$ cat src/rtl/hcc_pkg.sv
package hcc_pkg;

  localparam int CMD_W    = 16;
  localparam int OP_W     = 5;
  localparam int ARG_W    = CMD_W - OP_W;
  localparam int STAT_BITS = 8;
  localparam int WIN_W    = 3;

  // Which status bits the event inputs may set, and which a path reset clears
  localparam logic [STAT_BITS-1:0] EVT_BITS = 8'hBE;
  localparam logic [STAT_BITS-1:0] RX_BITS  = 8'h30;
  localparam logic [STAT_BITS-1:0] TX_BITS  = 8'h0C;
  localparam int REQ_BIT = 6;

  typedef enum logic [OP_W-1:0] {
    OP_FULL_RESET = 5'd0,
    OP_SET_WINDOW = 5'd1,
    OP_RX_OFF     = 5'd3,
    OP_RX_ON      = 5'd4,
    OP_RX_RESET   = 5'd5,
    OP_TX_ON      = 5'd9,
    OP_TX_OFF     = 5'd10,
    OP_TX_RESET   = 5'd11,
    OP_RAISE_IRQ  = 5'd12,
    OP_ACK        = 5'd13,
    OP_LOAD_MASK  = 5'd14
  } opcode_e;

  typedef struct packed {
    logic                 clrAll;
    logic                 clrRx;
    logic                 clrTx;
    logic                 reqIntr;
    logic                 ackEn;
    logic                 maskLoad;
    logic [STAT_BITS-1:0] argByte;
  } strobe_t;

endpackage

$ cat src/rtl/hcc_control.sv
module hcc_control
  import hcc_pkg::*;
#(
  parameter int BUSY_CYCLES = 4
) (
  input  logic             clk,
  input  logic             rstN,
  input  logic             cmdWrEn,
  input  logic [CMD_W-1:0] cmdWord,
  output strobe_t          strb,
  output logic [WIN_W-1:0] windowQ,
  output logic             busy,
  output logic             rxEnQ,
  output logic             txEnQ
);

  localparam int CNT_W = $clog2(BUSY_CYCLES + 1);

  logic [CNT_W-1:0] busyCntQ;
  logic             accept;
  logic             startBusy;
  opcode_e          opcode;
  logic             unusedArgHi;

  assign busy        = (busyCntQ != '0);
  assign accept      = cmdWrEn && !busy;
  assign opcode      = opcode_e'(cmdWord[CMD_W-1:ARG_W]);
  assign unusedArgHi = ^cmdWord[ARG_W-1:STAT_BITS];

  always_comb begin
    strb         = '0;
    strb.argByte = cmdWord[STAT_BITS-1:0];
    startBusy    = 1'b0;
    if (accept) begin
      case (opcode)
        OP_FULL_RESET: begin strb.clrAll = 1'b1; startBusy = 1'b1; end
        OP_RX_RESET:   begin strb.clrRx  = 1'b1; startBusy = 1'b1; end
        OP_TX_RESET:   begin strb.clrTx  = 1'b1; startBusy = 1'b1; end
        OP_RAISE_IRQ:  strb.reqIntr  = 1'b1;
        OP_ACK:        strb.ackEn    = 1'b1;
        OP_LOAD_MASK:  strb.maskLoad = 1'b1;
        default: ;
      endcase
    end
  end

  always_ff @(posedge clk) begin
    if (!rstN) begin
      windowQ  <= '0;
      rxEnQ    <= 1'b0;
      txEnQ    <= 1'b0;
      busyCntQ <= '0;
    end else begin
      if (startBusy) begin
        busyCntQ <= CNT_W'(BUSY_CYCLES);
      end else if (busy) begin
        busyCntQ <= busyCntQ - 1'b1;
      end
      if (accept) begin
        case (opcode)
          OP_FULL_RESET: begin windowQ <= '0; rxEnQ <= 1'b0; txEnQ <= 1'b0; end
          OP_SET_WINDOW: windowQ <= cmdWord[WIN_W-1:0];
          OP_RX_OFF, OP_RX_RESET: rxEnQ <= 1'b0;
          OP_RX_ON:      rxEnQ <= 1'b1;
          OP_TX_ON:      txEnQ <= 1'b1;
          OP_TX_OFF, OP_TX_RESET: txEnQ <= 1'b0;
          default: ;
        endcase
      end
    end
  end


  busy_bound_chk: assert property (@(posedge clk) disable iff (!rstN)
    busyCntQ <= CNT_W'(BUSY_CYCLES));


  busy_drop_chk: assert property (@(posedge clk) disable iff (!rstN)
    (cmdWrEn && busy) |=> ($stable(windowQ) && $stable(rxEnQ) && $stable(txEnQ)));


  busy_start_chk: assert property (@(posedge clk) disable iff (!rstN)
    (strb.clrAll || strb.clrRx || strb.clrTx) |=> busy);

endmodule

$ cat src/rtl/hcc_datapath.sv
module hcc_datapath
  import hcc_pkg::*;
(
  input  logic                 clk,
  input  logic                 rstN,
  input  strobe_t              strb,
  input  logic [STAT_BITS-1:0] evtIn,
  output logic [STAT_BITS-1:0] latchQ,
  output logic                 irqOut
);

  logic [STAT_BITS-1:0] maskQ;

  assign irqOut = |(latchQ[STAT_BITS-1:1] & maskQ[STAT_BITS-1:1]);

  always_ff @(posedge clk) begin
    if (!rstN || strb.clrAll) begin
      maskQ <= '0;
    end else if (strb.maskLoad) begin
      maskQ <= strb.argByte;
    end
  end

  for (genvar i = 0; i < STAT_BITS; i++) begin : g_bit
    logic setI, clrI, rstI;
    if (i == 0) begin : g_summary
      assign setI = irqOut;
      assign rstI = strb.clrAll;
    end else begin : g_source
      assign setI = (EVT_BITS[i] & evtIn[i]) | ((i == REQ_BIT) & strb.reqIntr);
      assign rstI = strb.clrAll | (RX_BITS[i] & strb.clrRx) | (TX_BITS[i] & strb.clrTx);
    end
    assign clrI = strb.ackEn & strb.argByte[i];

    always_ff @(posedge clk) begin
      if (!rstN || rstI) begin
        latchQ[i] <= 1'b0;
      end else if (setI) begin
        latchQ[i] <= 1'b1;
      end else if (clrI) begin
        latchQ[i] <= 1'b0;
      end
    end


    ack_clear_chk: assert property (@(posedge clk) disable iff (!rstN)
      (strb.ackEn && strb.argByte[i] && !evtIn[i] && !strb.reqIntr && !irqOut)
        |=> !latchQ[i]);
  end


  summary_follow_chk: assert property (@(posedge clk) disable iff (!rstN)
    (irqOut && !strb.clrAll) |=> latchQ[0]);


  full_clear_chk: assert property (@(posedge clk) disable iff (!rstN)
    strb.clrAll |=> (latchQ == '0 && !irqOut));


  mask_load_chk: assert property (@(posedge clk) disable iff (!rstN)
    (strb.maskLoad && !strb.clrAll) |=> (maskQ == $past(strb.argByte)));

endmodule

$ cat src/rtl/host_cmd_ctrl.sv
module host_cmd_ctrl
  import hcc_pkg::*;
#(
  parameter int BUSY_CYCLES = 4
) (
  input  logic        clk,
  input  logic        rstN,
  input  logic        cmdWrEn,
  input  logic [15:0] cmdWord,
  input  logic [7:0]  evtIn,
  output logic [15:0] statusWord,
  output logic        irqOut,
  output logic        rxEnabled,
  output logic        txEnabled
);

  localparam int PAD_W = CMD_W - WIN_W - 1 - STAT_BITS;

  strobe_t              strb;
  logic [WIN_W-1:0]     windowQ;
  logic                 busy;
  logic [STAT_BITS-1:0] latchQ;

  hcc_control #(.BUSY_CYCLES(BUSY_CYCLES)) u_ctrl (
    .clk(clk), .rstN(rstN), .cmdWrEn(cmdWrEn), .cmdWord(cmdWord),
    .strb(strb), .windowQ(windowQ), .busy(busy),
    .rxEnQ(rxEnabled), .txEnQ(txEnabled)
  );

  hcc_datapath u_dp (
    .clk(clk), .rstN(rstN), .strb(strb), .evtIn(evtIn),
    .latchQ(latchQ), .irqOut(irqOut)
  );

  assign statusWord = {windowQ, busy, {PAD_W{1'b0}}, latchQ};

endmodule

$ cat config.mk
export PLATFORM = sky130hd
export DESIGN_NAME = host_cmd_ctrl
export DESIGN_NICKNAME = d
export VERILOG_FILES = /design/src/rtl/hcc_pkg.sv /design/src/rtl/hcc_control.sv /design/src/rtl/hcc_datapath.sv /design/src/rtl/host_cmd_ctrl.sv
export SDC_FILE = /design/constraint.sdc
export NUM_CORES = 1
export LEC_CHECK = 0
export BUFFER_PORTS_ARGS = -buffer_cell sky130_fd_sc_hd__clkbuf_2
export CORE_MARGIN = 8
export CORE_UTILIZATION = 35
export DETAILED_ROUTE_END_ITERATION = 10
export GPL_ROUTABILITY_DRIVEN = 1
export REMOVE_ABC_BUFFERS = 1
export SETUP_SLACK_MARGIN = 0.05
export SLEW_MARGIN = 30
export SYNTH_ARGS = -nofsm -noshare
export SYNTH_HDL_FRONTEND = slang
export SYNTH_HIERARCHICAL = 1
export SYNTH_SLANG_ARGS = --single-unit
$ cat constraint.sdc
create_clock -name clk -period 2.8 [get_ports clk]
set_input_delay 0.14 -clock clk [delete_from_list [all_inputs] [get_ports clk]]
set_output_delay 0.14 -clock clk [all_outputs]
set_load 0.02 [all_outputs]
# --- Yosys cells after proc, flatten, opt, wreduce, memory -nomap -nowiden ---
# Cells that the tools add are included.
totals:
  n_memories: 0
  inputBits: 27
  mem_bits_rw: 0
  output_inout_bits: 19
  romBits: 0
  reg_bits: 24
  latch_bits: 0
  wordCells: 95
op_classes:
  bitwise_logic: 12
  n_reduce_logical: 28
  n_mux: 30
  eq_ne: 10
  shifts: 0
  n_div: 0
  multipliers: 0
  order_cmp: 0
  add_sub_neg: 1
op_table:
  columns: ["cell", "n"]
  rows:
  - ["equality test 5 x 4 -> 1 bit, second input constant", 6]
  - ["2-to-1 mux 1 bit", 24]
  - ["nonzero test 2 bit", 12]
  - ["equality test 5 x 3 -> 1 bit, second input constant", 2]
  - ["OR reduction 3 bit", 3]
  - ["bitwise AND 1 bit", 8]
  - ["bitwise AND 7 bit", 1]
  - ["OR reduction 7 bit", 1]
  - ["2-to-1 mux 3 bit", 2]
  - ["2-to-1 mux 6 bit", 1]
  - ["case mux 3 bit (2 select lines)", 1]
  - ["AND reduction 2 bit", 3]
  - ["equality test 5 x 1 -> 1 bit, second input constant", 1]
  - ["equality test 5 x 2 -> 1 bit, second input constant", 1]
  - ["logical NOT 5 bit", 1]
  - ["case mux 1 bit (2 select lines)", 2]
  - ["logical OR 1 bit", 3]
  - ["nonzero test 3 bit", 1]
  - ["subtractor 3 x 1 -> 3 bit, second input constant", 1]
  - ["logical NOT 1 bit", 2]
  - ["OR 1 bit", 2]
  - ["OR reduction 2 bit", 1]
  - ["logical AND 1 bit", 1]
  - ["NOT 1 bit", 1]

# --- Logic depth before layout (Yosys ltp) ---
# Gate-level depths: netlist of run 1.
depth:
  ltp_word: 7
  mapped_depth: 11
  depth_no_buf: 8

# --- Modules after synthesis ---
# Netlist of run 1, hierarchy kept.
by_module_without_submodules:
  columns: ["module", "seq_area_each_um2", "cells_per_inst", "instances", "area_per_inst_um2"]
  rows:
  - ["hcc_datapath", 300.3, 54, 1, 601.8]
  - ["hcc_control", 160.2, 75, 1, 594.3]
  - ["host_cmd_ctrl", 0.0, 6, 1, 41.3]

# --- Least setup slack after synthesis of run 1 ---
# No wires, ideal clock.
synth_timing:
  path_kind: "register to register"
  startpoint: "reg u_ctrl.busyCntQ[0]"
  endpoint: "reg u_dp.latchQ[1]"
  path_buffers: 3
  stages_incl_launch_ff: 12
  required_ns: 2.685
  setup_slack_ns: 0.726
  synth_period_minus_slack_ns: 2.074
  setup_time_ns: 0.115
  t_arrival_ns: 1.959
  cell_sequence: "dfxtp_1 -> inv_1 -> ha_1 -> ha_1 -> buf_2 -> nand3b_1 -> or3_1 -> buf_2 -> nor2_1 -> nand2b_1 -> buf_2 -> o21ba_2"
synth_lines:
  columns: ["element", "line", "rtl"]
  rows:
  - ["from (decl)", "hcc_control.sv:19", "logic [CNT_W-1:0] busyCntQ;"]
  - ["from (signal assigned)", "hcc_control.sv:55", "busyCntQ <= CNT_W'(BUSY_CYCLES);"]
  - ["from (signal assigned)", "hcc_control.sv:57", "busyCntQ <= busyCntQ - 1'b1;"]
  - ["to (signal, indexed assignment)", "hcc_datapath.sv:37", "latchQ[i] <= 1'b0;"]
  - ["to (signal, indexed assignment)", "hcc_datapath.sv:39", "latchQ[i] <= 1'b1;"]
  - ["to (signal, indexed assignment)", "hcc_datapath.sv:41", "latchQ[i] <= 1'b0;"]
  - ["to (decl)", "hcc_datapath.sv:8", "output logic [STAT_BITS-1:0] latchQ,"]

==> impl_metrics.yaml, run 1 <==
cells_and_area:
  final_nets: 190
  final_core_util_pct: 41.15
  layout_common_cells: "36 x clkbuf_2, 23 x dfxtp_1, 13 x nor2_1"
  diodes: 0
  final_layout_size_suffix_gt1_share_pct: 30.19
  area_delta_synth_final_pct: 11.83
  layout_commonest_cell: "clkbuf_2"
timing:
  period_needed_ns: 2.445
  fin_skew_ns: 0.002401
  clock.fmax_mhz: 409.1
  setup_viol: 0
  rsz0062_at_grt: "no"
  tns_ns: 0
  slew_headroom_pct: 66.43
  slew_viol_final: 0
  worstMarginPinSlew_ns: 0.5017
  post-route-period-util_pct: 87.31
  timing_hold_violations_final: 0
power:
  leakage_nw: 0.6304
  ir_drop_mv: 0.3089
  p_per_area_mw_per_mm2: 567.9
synthesis:
  synth_edf_count: 0
  synth_cells: 135
  synthAdderAreaFrac_pct: 3.033
  synthSimpleGateAreaFrac_pct: 16.48
  synth_top_family_by_area: "compound AO/OA/AOI/OAI gates"
  synth_xor_area_share_pct: 0.7078
  ys_types: 37
  synth_compound_area_share_pct: 20.63
  netlist_area_mm2: 0.001237
  synth_top_area_share_pct: 37.21
  ys.flop_type: "dfxtp_1"
  yosys-top-cells-area: "dfxtp_1 37%, mux2i_1 8.1%, buf_4 7.9%"
  ys_seq_area_share_pct: 37.21
  async_reset_ff_share_pct: 0
  avgSynthCellArea_um2: 9.166
  yosysWarnings: 6
  yosys_register_bits: 23
  synth_top_area_cell: "dfxtp_1"
  synthMuxAreaShare_pct: 8.089
cts:
  clk_latency_ns: 0.31
  clkTransAtPathRegs_ns: 0.13
  numCtsBuffers: 3
  cts_sinks: 23
  cts_tree: "done"
  cts_resized: 0
  h-tree-depth: 1
  post-cts-setup-buffer-count: 0
  clock_path_buffers: 2
  holdBufCountCts: 0
  root_buffer: "clkbuf_4"
die:
  core_mm2: 0.003363
  die_width_um: 75.46
  row_count: 21
  initial_core_util_pct: 36.79
  dieArea_mm2: 0.005694
  ios: 46
  die_h_um: 75.46
setup_path:
  regToRegEndpoint: "u_dp/latchQ[6]$_SDFFE_PP0P_"
  path_common_cell: "ha_1"
  endpoint_kind: "register"
  critPathMaxStageDelay_ns: 0.49
  required_ns: 3.02
  crit_arrival_ns: 2.67
  worstSetupStartpointType: "register"
  rr_worst_depth: 8
  crit_fanout: 11
  crit_path_top_delay_cell: "or3_1"
  r2r_setup_slack_ns: 0.36
  r2r_start: "u_ctrl/busyCntQ[0]$_SDFFE_PP0P_"
  path_cells: "inv_1, ha_1, ha_1, nand3b_1, or3_1, nor2_1, nand2b_1, o21ba_2"
  criticalPathCategory: "reg2reg"
route:
  ant_nets: 0
  via_per_inst: 4.912
  first_iter_violations: 71
  wl_per_cell_um: 13.60
  drt-total-wl_um: 2787
  drt-pass1-iter-count: 4
  drc: 0
  vias: 1007
hold_path:
  min_to: "u_dp/latchQ[5]$_SDFFE_PP0P_"
  worstHoldStart: "evtIn[5]"
  hold_path_class: "in2reg"
  min_path_cells: 2
place:
  port_buffers: 36
  gp_congestion: 0.8522
  hpwl_um: 2216
global_routing:
  grt_max_degree: 14
  antenna_found_initial: 0
  gr-usage-all-layers_pct: 10.24
  grt_pass1_vias: 1013
  grt_pass1_wl_um: 4602
  grt-ovfl-total: 0
run_status:
  status: "complete, no violations"
flow_run:
  max_cap_viol_count: 0
==> cells by family after synthesis <==
logic type | count (synthesis)
AOI/OAI and AO/OA | 31
buffers and inverters | 28
other | 1
DFF | 23
adders and majority gates | 3
and+or+nand+nor | 38
xor gates and xnor gates | 1
muxes | 10
==> synthesized netlist by cell type, drive strengths merged, types with 2 or more instances <==
| cell | number |
|---|---|
| o21ba | 7 |
| nor2b | 2 |
| a31o | 2 |
| ha | 3 |
| nor2 | 13 |
| a21boi | 7 |
| a21oi | 3 |
| nand4b | 2 |
| nand3 | 6 |
| buf | 20 |
| inv | 8 |
| a211oi | 3 |
| mux2i | 10 |
| nor3 | 2 |
| a22oi | 2 |
| o31ai | 2 |
| nand2 | 4 |
| dfxtp | 23 |
| or3b | 2 |
==> routing by layer <==
layer	wire [um]	track usage, %	vias up
met5	0	0	-
li1	-	-	509
met4	11	1.279	0
met2	1160	15.34	37
met3	260	4.342	2
met1	1354	13.61	459
==> worst max path at each step <==
stage,cells past startpoint,end,slack (ns),startpoint
2_1_floorplan,8,u_dp/latchQ[1]$_SDFFE_PP0P_,0.72,u_ctrl/busyCntQ[0]$_SDFFE_PP0P_
3_5_place_dp,8,u_dp/latchQ[6]$_SDFFE_PP0P_,0.39,u_ctrl/busyCntQ[0]$_SDFFE_PP0P_
4_1_cts,8,u_dp/latchQ[6]$_SDFFE_PP0P_,0.35,u_ctrl/busyCntQ[0]$_SDFFE_PP0P_
6_report,8,u_dp/latchQ[6]$_SDFFE_PP0P_,0.36,u_ctrl/busyCntQ[0]$_SDFFE_PP0P_
5_1_grt,8,u_dp/latchQ[7]$_SDFFE_PP0P_,0.11,u_ctrl/busyCntQ[0]$_SDFFE_PP0P_
3_3_place_gp,8,u_dp/latchQ[6]$_SDFFE_PP0P_,0.44,u_ctrl/busyCntQ[0]$_SDFFE_PP0P_
==> state kept, by name (all words and copies together) (netlist names) <==
signal           flops
u_ctrl/rxEnQ         1
u_ctrl/busyCntQ      3
u_ctrl/windowQ       3
u_dp/latchQ          8
u_dp/maskQ           7
u_ctrl/txEnQ         1
==> metrics by stage <==
| stage | instance area [um2] | worst slack, ns | hold WS (ns) | cells | power, mW |
|---|---|---|---|---|---|
| detailed placement | 1356 | 0.3925 | 0.3666 | 201 | 0.6390 |
| global route | 1384 | 0.1071 | 0.02378 | 205 | 0.8517 |
| finish | 1384 | 0.3554 | 0.03774 | 205 | 0.7859 |
| global placement | 1356 | 0.4373 | 0.3580 | 201 | 0.6272 |
| floorplan | 1111 | 0.7189 | 0.2629 | 118 | 0.5597 |
| CTS | 1384 | 0.3518 | 0.02757 | 205 | 0.7971 |
==> cell type report <==
class	instances	area, um2
Clock buffer	3	22.52
Clock inverter	1	5.005
Fill cell	388	1979
Inverter	8	30.03
Multi-Input combinational cell	87	620.6
Sequential cell	23	460.4
Tap cell	46	57.56
Timing Repair Buffer	37	187.7
==> critical path: cells and delay by family (launching register included) <==
kind | cells | cell delay, ns
adder cells (fa/ha/maj) | 2 | 0.49
AO/OA/AOI/OAI | 1 | 0.22
flip-flops | 1 | 0.35
buffers and inverters | 1 | 0.06
AND/OR/NAND/NOR | 4 | 1.25
==> power breakdown <==
| group | total [mW] | switching [mW] | internal, mW |
|---|---|---|---|
| logic | 0.259 | 0.156 | 0.103 |
| registers | 0.373 | 0.0166 | 0.356 |
| clock network | 0.154 | 0.101 | 0.0534 |
| total | 0.786 | 0.273 | 0.513 |
Power figures use the tool's default switching activity.
==> run 2: changes to the inputs <==
--- a/config.mk
+++ b/config.mk
@@ -5,6 +5,7 @@
 export SDC_FILE = /design/constraint.sdc
 export NUM_CORES = 1
 export LEC_CHECK = 0
+export ABC_AREA = 1
 export BUFFER_PORTS_ARGS = -buffer_cell sky130_fd_sc_hd__clkbuf_2
 export CORE_MARGIN = 8
 export CORE_UTILIZATION = 35
==> constraint.sdc (replaced) <==
create_clock -name clk -period 2.2 [get_ports clk]
set_input_delay 0.11 -clock clk [delete_from_list [all_inputs] [get_ports clk]]
set_output_delay 0.11 -clock clk [all_outputs]
set_load 0.02 [all_outputs]
==> run 2 against run 1 <==
Against the previous run:
- utilization grew 2.2 points
- global-route usage is 0.51 points lower
- area after synthesis is 1.6% higher
- cell area grew 6.1%
- critical path type unchanged
- critical endpoint is now u_dp/latchQ[5]$_SDFFE_PP0P_
- largest cell class unchanged
==> impl_metrics.yaml, run 2 <==
synthesis:
  synthMuxAreaShare_pct: 0
  synth_top_area_cell: "dfxtp_1"
  synth_top_family_by_area: "simple AND/OR/NAND/NOR gates"
  netlist_top_cells_count: "47 x nand2_1, 23 x dfxtp_1, 21 x nor2_1, 18 x a21oi_1, 15 x inv_1"
  synthAdderAreaFrac_pct: 2.985
  yosys-top-cells-area: "dfxtp_1 37%, nand2_1 14%, buf_4 7.8%"
  avgSynthCellArea_um2: 7.064
  async_reset_ff_share_pct: 0
  synth_compound_area_share_pct: 8.756
  synth_cells: 178
  synth_top_area_share_pct: 36.62
  ys_seq_area_share_pct: 36.62
  yosysMostFrequentCell: "nand2_1"
  yosysWarnings: 6
  ys_types: 24
  yosys_register_bits: 23
  ys.flop_type: "dfxtp_1"
  netlist_area_mm2: 0.001257
  synth_edf_count: 0
  synth_xor_area_share_pct: 0.6965
  synthSimpleGateAreaFrac_pct: 34.23
flow_run:
  max_cap_viol_count: 0
timing:
  post-route-period-util_pct: 84.70
  rsz0062_at_grt: "no"
  timing_hold_violations_final: 0
  tns_ns: 0
  clock.fmax_mhz: 536.6
  setup_viol: 0
  fin_skew_ns: 0.009620
  period_needed_ns: 1.863
  setup_ws_ns: 0.3365
  whs_ns: 0.008569
  slew_viol_final: 0
cts:
  h-tree-depth: 1
  post-cts-setup-buffer-count: 0
  root_buffer: "clkbuf_4"
  cts_tree: "done"
  clkTransAtPathRegs_ns: 0.14
  clock_path_buffers: 2
  numCtsBuffers: 3
  clk_latency_ns: 0.31
  cts_sinks: 23
cells_and_area:
  layout_common_cells: "47 x nand2_1, 36 x clkbuf_2, 23 x dfxtp_1"
  reg_top3: "u_dp/latchQ (8), u_dp/maskQ (7)"
  final_nets: 241
  design_area_mm2: 0.001468
  final_cells: 256
  final_core_util_pct: 43.30
  final_layout_size_suffix_gt1_share_pct: 28.57
  diodes: 0
  area_delta_synth_final_pct: 16.72
  largest_reg_flops: 8
  top_register: "u_dp/latchQ"
  fillers: 369
  layout_commonest_cell: "nand2_1"
place:
  dp_slack_ns: 0.3074
  place_area_mm2: 0.001401
  place_inst: 249
  hpwl_um: 2290
  port_buffers: 36
  gp_congestion: 0.7217
power:
  p_clk_share_pct: 19.1
  power_mw: 1.062
  ir_drop_mv: 0.2388
  power_frac_comb_pct: 36.3
  swShare_pct: 36.73
  p_per_area_mw_per_mm2: 723.7
  seqPwrFrac_pct: 44.6
  p_int_mw: 0.6721
  p_switching_mw: 0.3901
  leakage_nw: 0.7116
route:
  drt-pass1-iter-count: 4
  vias: 1113
  drc: 0
  first_iter_violations: 67
  ant_nets: 0
  wl_per_cell_um: 11.16
  via_per_inst: 4.348
  drt-total-wl_um: 2857
die:
  row_count: 21
  dieArea_mm2: 0.005767
  die_width_um: 75.94
  die_h_um: 75.94
  initial_core_util_pct: 37.10
  ios: 46
  core_mm2: 0.003390
global_routing:
  gr-usage-all-layers_pct: 9.734
  grt_max_degree: 15
  grt_pass1_wl_um: 4747
  grt-ovfl-total: 0
  grt_pass1_vias: 1043
  antenna_found_initial: 0
setup_path:
  worstSetupStartpointType: "register"
  required_ns: 2.43
  crit_path_top_delay_cell: "dfxtp_1"
  crit_fanout: 11
  critPathMaxStageDelay_ns: 0.34
  path_cells: "inv_1, ha_1, ha_1, nand2_4, inv_2, nand2_1, nor2_2, nor2_2, inv_2, or2_0, nor2_1"
  endpoint_kind: "register"
  crit_arrival_ns: 2.09
  criticalPathCategory: "reg2reg"
run_status:
  status: "complete, no violations"
hold_path:
  hold_path_class: "in2reg"
-- run 2: cell families after synthesis --
kind of cell               Yosys count
xor gates and xnor gates             1
and+or+nand+nor                     92
AOI/OAI and AO/OA                   21
adders and majority gates            3
other                                1
DFF                                 23
buffers and inverters               37
-- run 2: what timing repair did --
item | CTS | global route
hold endpoints to repair | 2 | 1
gates resized for setup | 0 | 1
setup endpoints to repair | 0 | 7
hold buffers | 2 | 1
-- run 2: power groups by stage --
stage | Clock [mW] | Sequential (mW) | Combinational [mW]
final | 0.203 | 0.474 | 0.386
after global routing | 0.233 | 0.478 | 0.442
after CTS | 0.213 | 0.474 | 0.388
after detailed placement | 0 | 0.484 | 0.382
after global placement | 0 | 0.482 | 0.380
after floorplan | 0 | 0.494 | 0.252
-- run 2: cell type report --
type                            instances  area [um2]  area share, %
Multi-Input combinational cell        121       608.1          41.43
Sequential cell                        23       460.4          31.37
Timing Repair Buffer                   43       240.2          16.37
Inverter                               19       71.32          4.859
Tap cell                               46       57.56          3.922
Clock buffer                            3       22.52          1.535
Clock inverter                          1       7.507         0.5115
-- run 2: path summary, 6_finish.rpt --
path | slack (ns) | cells past startpoint | end | start
max | 0.34 | 11 | u_dp/latchQ[5]$_SDFFE_PP0P_ | u_ctrl/busyCntQ[0]$_SDFFE_PP0P_
min | 0.009 | 3 | u_dp/latchQ[5]$_SDFFE_PP0P_ | evtIn[5]
max reg2reg | 0.34 | 11 | u_dp/latchQ[5]$_SDFFE_PP0P_ | u_ctrl/busyCntQ[0]$_SDFFE_PP0P_
min reg2reg | 0.47 | 2 | u_dp/maskQ[4]$_SDFFE_PP0P_ | u_dp/maskQ[4]$_SDFFE_PP0P_
-- run 2: metal layers --
metal	part of all wire (%)	global-route usage [%]
met4	1.2	4.706
met3	5.8	3.302
met1	50	12.84
met2	43	13.62
met5	0	0
-- run 2: worst max-delay path: cells and delay by family, from the launching register on --
kind | cells | cell delay, ns
buf+inv | 3 | 0.35
flops | 1 | 0.34
fa+ha+maj | 2 | 0.39
simple gates | 6 | 0.70
